**config.mk**
```make
export PLATFORM = sky130hd
export DESIGN_NAME = sd_cmd_engine
export DESIGN_NICKNAME = d
export VERILOG_FILES = /design/src/rtl/sd_cmd_engine.sv
export SDC_FILE = /design/constraint.sdc
export NUM_CORES = 1
export LEC_CHECK = 0
export ABC_AREA = 0
export BUFFER_PORTS_ARGS = -buffer_cell sky130_fd_sc_hd__buf_2
export CAP_MARGIN = 20
export CORE_MARGIN = 2
export CORE_UTILIZATION = 39
export CTS_CLUSTER_SIZE = 24
export DETAILED_ROUTE_END_ITERATION = 10
export PLACE_DENSITY = 0.59
export SLEW_MARGIN = 20
export SYNTH_ARGS = -nofsm -noshare
export SYNTH_HDL_FRONTEND = slang
export SYNTH_SLANG_ARGS = --single-unit
export TNS_END_PERCENT = 20
```
**constraint.sdc**
```tcl
create_clock -name clk -period 2.3 [get_ports clk]
set_clock_uncertainty 0.2 [all_clocks]
set_input_delay 0.23 -clock clk [delete_from_list [all_inputs] [get_ports clk]]
set_output_delay 0.23 -clock clk [all_outputs]
set_load 0.005 [all_outputs]
```
**src/rtl/sd_cmd_engine.sv**
```systemverilog
module sd_cmd_engine #(
  parameter int CLK_DIV      = 4,
  parameter int TIMEOUT_BITS = 800,
  parameter int TURNAROUND   = 2
) (
  input  logic         clk,
  input  logic         rst_n,
  input  logic         start,
  input  logic [5:0]   cmd_idx,
  input  logic [31:0]  cmd_arg,
  input  logic [1:0]   resp_kind,
  output logic         busy,
  output logic         done,
  output logic [1:0]   status,
  output logic [119:0] resp_data,
  output logic         sd_clk,
  output logic         cmd_out,
  output logic         cmd_oe,
  input  logic         cmd_in
);
  localparam int DW = (CLK_DIV > 2) ? $clog2(CLK_DIV) : 1;
  localparam int TW = $clog2(TIMEOUT_BITS + 1);
  localparam logic [DW-1:0] DIV_LAST = DW'(CLK_DIV - 1);
  localparam logic [DW-1:0] DIV_HALF = DW'(CLK_DIV / 2);
  localparam logic [1:0] K_NONE = 2'd0, K_SHORT = 2'd1, K_RAW = 2'd2, K_LONG = 2'd3;
  localparam logic [1:0] ST_OK = 2'd0, ST_TMO = 2'd1, ST_CRC = 2'd2, ST_CODE = 2'd3;

  typedef enum logic [2:0] {S_IDLE, S_ALIGN, S_SEND, S_WAIT, S_RECV} state_t;
  state_t state;

  logic [DW-1:0]  div_cnt;
  logic [TW-1:0]  wait_cnt;
  logic [7:0]     cnt;
  logic [6:0]     crc, crc_nx;
  logic [47:0]    tx_sr;
  logic [135:0]   rx_sr, rx_full;
  logic [1:0]     kind_q;
  logic [5:0]     idx_q;
  logic           tick, crc_bit, crc_en, is_long, crc_ok;
  logic [1:0]     eval_st;

  assign tick    = (div_cnt == DIV_LAST);
  assign sd_clk  = (div_cnt >= DIV_HALF);
  assign busy    = (state != S_IDLE);
  assign cmd_oe  = (state == S_SEND);
  assign cmd_out = cmd_oe ? tx_sr[47] : 1'b1;
  assign is_long = (kind_q == K_LONG);
  assign rx_full = {rx_sr[134:0], cmd_in};

  assign crc_bit = (state == S_SEND) ? tx_sr[47] : cmd_in;
  assign crc_en  = (state == S_SEND) ? (cnt < 8'd40)
                 : is_long ? (cnt >= 8'd8 && cnt < 8'd128) : (cnt < 8'd40);
  assign crc_nx  = !crc_en ? crc
                 : ({crc[5:0], 1'b0} ^ ((crc[6] ^ crc_bit) ? 7'h09 : 7'h00));
  assign crc_ok  = (crc == rx_full[7:1]);

  always_comb begin
    eval_st = ST_OK;
    if (kind_q == K_SHORT) begin
      if (!crc_ok) eval_st = ST_CRC;
      else if (rx_full[45:40] != idx_q && idx_q != 6'd41) eval_st = ST_CODE;
    end else if (kind_q == K_LONG) begin
      if (!crc_ok) eval_st = ST_CRC;
      else if (rx_full[135:128] != 8'h3F) eval_st = ST_CODE;
    end
  end

  always_ff @(posedge clk or negedge rst_n) begin
    if (!rst_n) div_cnt <= '0;
    else        div_cnt <= tick ? '0 : div_cnt + 1'b1;
  end

  always_ff @(posedge clk or negedge rst_n) begin
    if (!rst_n) begin
      state <= S_IDLE;  done <= 1'b0;  status <= ST_OK;  resp_data <= '0;
      cnt <= '0;  wait_cnt <= '0;  crc <= '0;  tx_sr <= '0;  rx_sr <= '0;
      kind_q <= K_NONE;  idx_q <= '0;
    end else begin
      done <= 1'b0;
      case (state)
        S_IDLE: if (start) begin
          state  <= S_ALIGN;
          kind_q <= resp_kind;
          idx_q  <= cmd_idx;
          tx_sr  <= {2'b01, cmd_idx, cmd_arg, 8'h01};
          cnt    <= '0;
          crc    <= '0;
        end
        S_ALIGN: if (tick) state <= S_SEND;
        S_SEND: if (tick) begin
          crc   <= crc_nx;
          tx_sr <= (cnt == 8'd39) ? {crc_nx, 1'b1, 40'b0} : {tx_sr[46:0], 1'b0};
          cnt   <= cnt + 1'b1;
          if (cnt == 8'd47) begin
            wait_cnt <= '0;
            if (kind_q == K_NONE) begin
              state <= S_IDLE;  done <= 1'b1;  status <= ST_OK;
            end else state <= S_WAIT;
          end
        end
        S_WAIT: if (tick) begin
          if (wait_cnt >= TW'(TURNAROUND) && !cmd_in) begin
            state <= S_RECV;  cnt <= 8'd1;  crc <= '0;  rx_sr <= '0;
          end else if (wait_cnt == TW'(TIMEOUT_BITS - 1)) begin
            state <= S_IDLE;  done <= 1'b1;  status <= ST_TMO;
          end else wait_cnt <= wait_cnt + 1'b1;
        end
        S_RECV: if (tick) begin
          crc   <= crc_nx;
          rx_sr <= rx_full;
          cnt   <= cnt + 1'b1;
          if (cnt == (is_long ? 8'd135 : 8'd47)) begin
            state     <= S_IDLE;
            done      <= 1'b1;
            status    <= eval_st;
            resp_data <= is_long ? rx_full[127:8] : {88'b0, rx_full[39:8]};
          end
        end
        default: state <= S_IDLE;
      endcase
    end
  end

  a_r12_done_pulse: assert property (@(posedge clk) disable iff (!rst_n)
    done |=> !done);
  a_r12_done_idle: assert property (@(posedge clk) disable iff (!rst_n)
    done |-> !busy);
  a_r12_status_hold: assert property (@(posedge clk) disable iff (!rst_n)
    (!busy && !start && !done) |=> $stable(status) || done);
  a_r11_oe_in_cmd: assert property (@(posedge clk) disable iff (!rst_n)
    cmd_oe |-> busy && kind_q == $past(kind_q));
  a_r1_frame_len: assert property (@(posedge clk) disable iff (!rst_n)
    $fell(cmd_oe) |-> $past(cnt) == 8'd47);
  a_r9_window: assert property (@(posedge clk) disable iff (!rst_n)
    (state == S_WAIT) |-> wait_cnt < TW'(TIMEOUT_BITS));
  a_r10_turnaround: assert property (@(posedge clk) disable iff (!rst_n)
    (state == S_WAIT && tick && wait_cnt < TW'(TURNAROUND)) |=> state != S_RECV);
endmodule

```
Word-level counts from Yosys, hierarchy flattened
Cells that the tools add are included.
- add/sub/neg operators: 3
- multiply operators: 0
- div/mod/pow operators: 0
- order comparisons: 5
- eq/ne operators: 29
- shifts and indexed selects: 0
- mux-type cells: 68
- bitwise logic cells: 2
- reduce and logical (&&, ||, !) cells: 21
- operators with widths (operator ; number):
    two-way mux 135 bit ; 3
    one-hot mux 135 bit (2 select lines) ; 1
    two-way mux 48 bit ; 3
    two-way mux 120 bit ; 1
    one-hot mux 48 bit (2 select lines) ; 1
    two-way mux 10 bit ; 5
    two-way mux 8 bit ; 5
    two-way mux 7 bit ; 5
    two-way mux 2 bit ; 16
    two-way mux 3 bit ; 9
    one-hot mux 8 bit (3 select lines) ; 1
    one-hot mux 7 bit (3 select lines) ; 1
    one-hot mux 10 bit (2 select lines) ; 1
    inequality test 2 bit (second input constant) ; 9
    == test 8 x 6 -> 1 bit (second input constant) ; 2
    one-hot mux 3 bit (5 select lines) ; 1
    two-way mux 1 bit ; 12
    adder 10 x 1 -> 10 bit (second input constant) ; 1
    == test 10 bit (second input constant) ; 1
    >= comparator 10 x 2 -> 1 bit (second input constant) ; 1
    AND reduction 9 bit ; 1
    nonzero test 3 bit ; 3
    adder 8 x 1 -> 8 bit (second input constant) ; 1
    == test 8 bit ; 1
    33 further kinds ; 43
- flip-flop bits (word level): 344
- bits in latches: 0
- bits in writable memories: 0
- ROM bits: 0
- input port bits: 44
- output and inout port bits: 127
- logic and storage cells: 140
- memories kept: 0

Logic depth before layout (Yosys ltp)
- depth in word-level cells: 9
- gate-level depth with buffers: 9
- gate-level depth less buffers: 7

Worst setup path after synthesis
Ideal clock, no wire load.
- kind: flip-flop to flip-flop
- start: register cnt[0]
- end: register tx_sr[41]
- setup time: 128 ps
- arrival time: 1981 ps
- data required time: 1972 ps
- setup slack: -9 ps
- stages on the path, launching flop included: 9
- path buffers: 3
- cell sequence: dfrtp_1 -> ha_1 -> nand4bb_1 -> clkbuf_1 -> or4b_2 -> buf_2 -> buf_2 -> nor2_1 -> o22ai_1
- word-level cells in the longest chain between the ends: 8
- RTL lines (what ; line ; source):
    start, declared ; 33 ; logic [7:0] cnt;
    start signal, assigned ; 93 ; cnt <= cnt + 1'b1;
    start signal, assigned ; 111 ; cnt <= cnt + 1'b1;
    >= comparator 8 x 4 -> 1 bit or < comparator 8 bit (tied branches) ; 52 ; : is_long ? (cnt >= 8'd8 && cnt < 8'd128) : (cnt < 8'd40);
    logical AND 1 bit ; 52 ;
    two-way mux 1 bit ; 52 ;
    two-way mux 1 bit ; 51 ; assign crc_en = (state == S_SEND) ? (cnt < 8'd40)
    two-way mux 7 bit ; 53 ; assign crc_nx = !crc_en ? crc
    two-way mux 48 bit * ; 92 ; tx_sr <= (cnt == 8'd39) ? {crc_nx, 1'b1, 40'b0} : {tx_sr[46:0], 1'b0};
    two-way mux 48 bit * ; 90 ; S_SEND: if (tick) begin
    one-hot mux 48 bit (2 select lines) * ; 80 ; case (state)
    end signal, assigned ; 85 ; tx_sr <= {2'b01, cmd_idx, cmd_arg, 8'h01};
    end signal, assigned ; 92 ;
    end, declared ; 35 ; logic [47:0] tx_sr;
Every way passes the cells marked *; elsewhere a longest branch is shown, timed or not. The select of a mux whose other input is x is not followed.
A chain may end at the register's enable or synchronous reset.

Worst setup path in the final report
- start: register wait_cnt[7]
- end: register state[0]
- word-level cells in the longest chain between the ends: 5
- RTL lines (what ; line ; source):
    start, declared ; 32 ; logic [TW-1:0] wait_cnt;
    start signal, assigned ; 106 ; end else wait_cnt <= wait_cnt + 1'b1;
    >= comparator 10 x 2 -> 1 bit ; 102 ; if (wait_cnt >= TW'(TURNAROUND) && !cmd_in) begin
    logical AND 1 bit ; 102 ;
    two-way mux 3 bit ; 102 ;
    two-way mux 3 bit ; 101 ; S_WAIT: if (tick) begin
    one-hot mux 3 bit (5 select lines) ; 80 ;
    end signal, assigned ; 82 ; state <= S_ALIGN;
    end signal, assigned ; 103 ; state <= S_RECV; cnt <= 8'd1; crc <= '0; rx_sr <= '0;
    end signal, assigned ; 105 ; state <= S_IDLE; done <= 1'b1; status <= ST_TMO;
    end, declared ; 29 ; state_t state;
Parallel ways exist; a longest one is shown, timed or not. The select of a mux whose other input is x is not followed.

==> results.py <==
metrics = {
    "timing": {
        "drv_slew": 0,
        "finalCriticalPeriod_ns": 2.32,
        "post-route-worst-setup-slack_ns": -0.0198,
        "timing.final.crit_share": 1.01,
        "worst_hold_slack_ns": 0.0996,
        "max_clock_freq_mhz": 431,
        "hold_viol": 0,
        "rsz0062_at_grt": "true",
        "setup_tns_ns": -0.0224,
        "max-slew-margin-rel": 0.385,
        "tightest_slew_ns": 0.923,
        "setup_viol": 2,
    },
    "yosys": {
        "ys_warn_count": 0,
        "syn_area_um2": 14200,
        "synth_edf_count": 0,
        "ys_seq_area_frac": 0.605,
        "synth_nets": 1310,
        "synth.distinct_cells": 74,
        "synth_cells": 1260,
        "synthFlopType": "dfrtp_1",
        "ys_ff_latch": 344,
        "synth_top_area_share": 0.605,
        "yosys.area.top_type": "dfrtp_1",
        "synth_area_per_cell_um2": 11.3,
        "synth.area.top_cells": "dfrtp_1 60%, a22o_1 9.0%, nand2_1 5.9%, o21ai_0 4.0%, mux2_4 2.5%",
        "synth-async-reset-ratio": 1.00,
    },
    "clock_tree": {
        "cts_sinks": 344,
        "clock_path_buffers": 3,
        "cts_buffers": 39,
        "insertion_delay_ns": 0.55,
        "cts_root_buf": "clkbuf_16",
        "path_clk_slew_ns": 0.06,
        "h-tree-depth": 2,
        "cts_tree": "built",
    },
    "worst_setup_path": {
        "startpoint": "wait_cnt[7]",
        "r2r_start": "wait_cnt[7]",
        "slowest_delay_ns": 0.46,
        "critPathMaxFanout": 3,
        "cpMaxStageDelayCell": "a2111oi_4",
        "critPathCapture": "state[0]",
        "worstSetupPathType": "reg2reg",
        "end_kind": "register",
        "worstRegToRegCells": 5,
        "startpoint_type": "register",
        "required_ns": 2.53,
        "worstPathCellList": "or3_4 > o31ai_2 > inv_2 > a2111oi_4 > mux2_2",
        "r2r_slack_ns": -0.02,
        "worst_ep_arrival_time_ns": 2.55,
        "regToRegEndpoint": "state[0]",
    },
    "global_routing": {
        "grt_pass1_vias": 10400,
        "grt_overflow": 0,
        "grt_first_pass_wirelength_um": 55800,
        "grt_usage": 0.178,
        "antenna_found_initial": 0,
        "grt_max_degree": 89,
    },
    "floorplan": {
        "die-area_um2": 38000,
        "ios": 171,
        "rows": 69,
        "core_um2": 35700,
        "dieHeight_um": 195,
        "initial_core_util": 0.398,
        "die_w_um": 195,
    },
    "place": {
        "place_ws_ns": -0.0303,
        "portBuffers": 170,
        "place_congestion": 0.810,
        "dp_hpwl_um": 21200,
    },
    "routing": {
        "antenna_left": 0,
        "drt_first_pass_iters": 5,
        "drc": 0,
        "dr.first_iter.drc_count": 614,
        "viasPerCell": 5.19,
        "drt_wl_total_um": 33700,
        "vias": 10400,
        "wl_per_cell_um": 16.8,
    },
    "job": {
        "max_cap_violations": 0,
    },
    "cells_and_area": {
        "layout-drive-gt1-share": 0.274,
        "postLayoutCoreUtil": 0.508,
        "most-common-layout-cells": "341 x dfrtp_1, 225 x nand2_1, 169 x buf_2",
        "nFillCells": 3257,
        "n_antenna_cell": 0,
        "nets": 1565,
        "syn_to_final_growth_pct": 27.5,
        "final_common_cell": "dfrtp_1",
    },
    "outcome": {
        "status": "finished, violations left",
        "violations": "setup timing",
    },
    "power": {
        "finalPower_mw": 12.5,
        "p_leak_nw": 8.77,
        "ir_worst_vdd_v": 0.000439,
        "power_density_nw_per_um2": 688,
    },
    "worst_hold_path": {
        "hold_path.class": "in2async",
    },
}
## kinds of logic (layout without fill, tap and decap cells)
family                   count (synthesis)  count (layout)  synth area share
flip-flops                             344             344             0.605
XOR/XNOR                                15              15           0.00923
AND/OR/NAND/NOR                        383             383             0.120
AO/OA/AOI/OAI                          354             354             0.181
buffers and inverters                  110             393            0.0354
adder cells (fa/ha/maj)                  6               6           0.00527
multiplexers                            48              48            0.0440
## synth_stat cells, types with 3 or more instances
master / n
nor3_1: 10
nand4_1: 3
nand3_1: 45
a22o_1: 147
nand2_1: 225
buf_1: 8
o31ai_1: 13
or3_1: 3
a21o_1: 3
buf_6: 6
a31oi_1: 36
inv_1: 11
nor2_1: 57
and3_1: 4
ha_1: 6
buf_2: 34
dfrtp_1: 344
and2_1: 6
mux2_4: 24
mux2i_1: 3
mux2_2: 21
o221ai_1: 4
xnor2_1: 8
o21ai_0: 113
o41ai_1: 4
clkbuf_1: 49
o22ai_1: 4
xor2_1: 7
nand2b_1: 3
## per-stage QoR
stage               area [um^2]  instances
finish                    18200       2004
detailed placement        16100       1879
global placement          16100       1879
floorplan                 14200       1260
global route              18200       2004
CTS                       17900       1996
## area by class of cell
type                            count  area (um^2)  area share
Multi-Input combinational cell    806         5270       0.290
Sequential cell                   344         8610       0.474
Clock inverter                     17          174     0.00958
Timing Repair Buffer              312         2390       0.132
Tap cell                          461          577      0.0318
Inverter                           12         48.8     0.00269
Clock buffer                       52         1080      0.0598
## repair_timing
item / 4_1_cts / 5_1_grt
cloned: 1 / 3
pin swaps: 3 / 6
endpoints found under the hold margin: 392 / 0
hold buffers: 44 / 0
resized for setup: 8 / 29
buffers inserted: 3 / 5
endpoints found under the setup margin: 54 / 228
## where the power goes
group          internal [mW]  leakage (nW)  switching (mW)
clock                   3.66         0.627            2.49
combinational          0.110          3.55           0.174
sequential              6.06          4.60         0.00732
total                   9.83          8.77            2.67
## routing by layer
layer,up-vias,GRT usage,routed length [um]
met5,-,0,0
met4,0,0.0517,626
met3,47,0.0340,1480
met2,204,0.271,15100
met1,5118,0.260,16500
li1,5031,-,-
## state kept, by name, summed over array words and instances, names as in the netlist
name / count
status: 2
kind_q: 2
tx_sr: 48
idx_q: 6
resp_data: 120
rx_sr: 135
cnt: 8
state: 3
div_cnt: 2
wait_cnt: 10
done: 1
crc: 7
## critical path: cells and delay by family (launching register included)
| kind | cells | cell delay [ns] |
|---|---|---|
| flip-flops | 1 | 0.37 |
| buffers and inverters | 1 | 0.10 |
| multiplexers | 1 | 0.39 |
| AO/OA/AOI/OAI | 2 | 0.74 |
| AND/OR/NAND/NOR | 1 | 0.40 |
## worst min path at each step
stage | start | to | slack [ns] | depth (start not counted)
floorplan | rst_n | cnt[0] | -0.27 | 0
global placement | rst_n | resp_data[54] | -0.13 | 1
detailed placement | rst_n | resp_data[63] | -0.13 | 1
CTS | rst_n | resp_data[53] | 0.11 | 3
global route | rst_n | resp_data[53] | 0.13 | 3
finish | rst_n | resp_data[53] | 0.1 | 3
(Power assumes the default switching activity.)
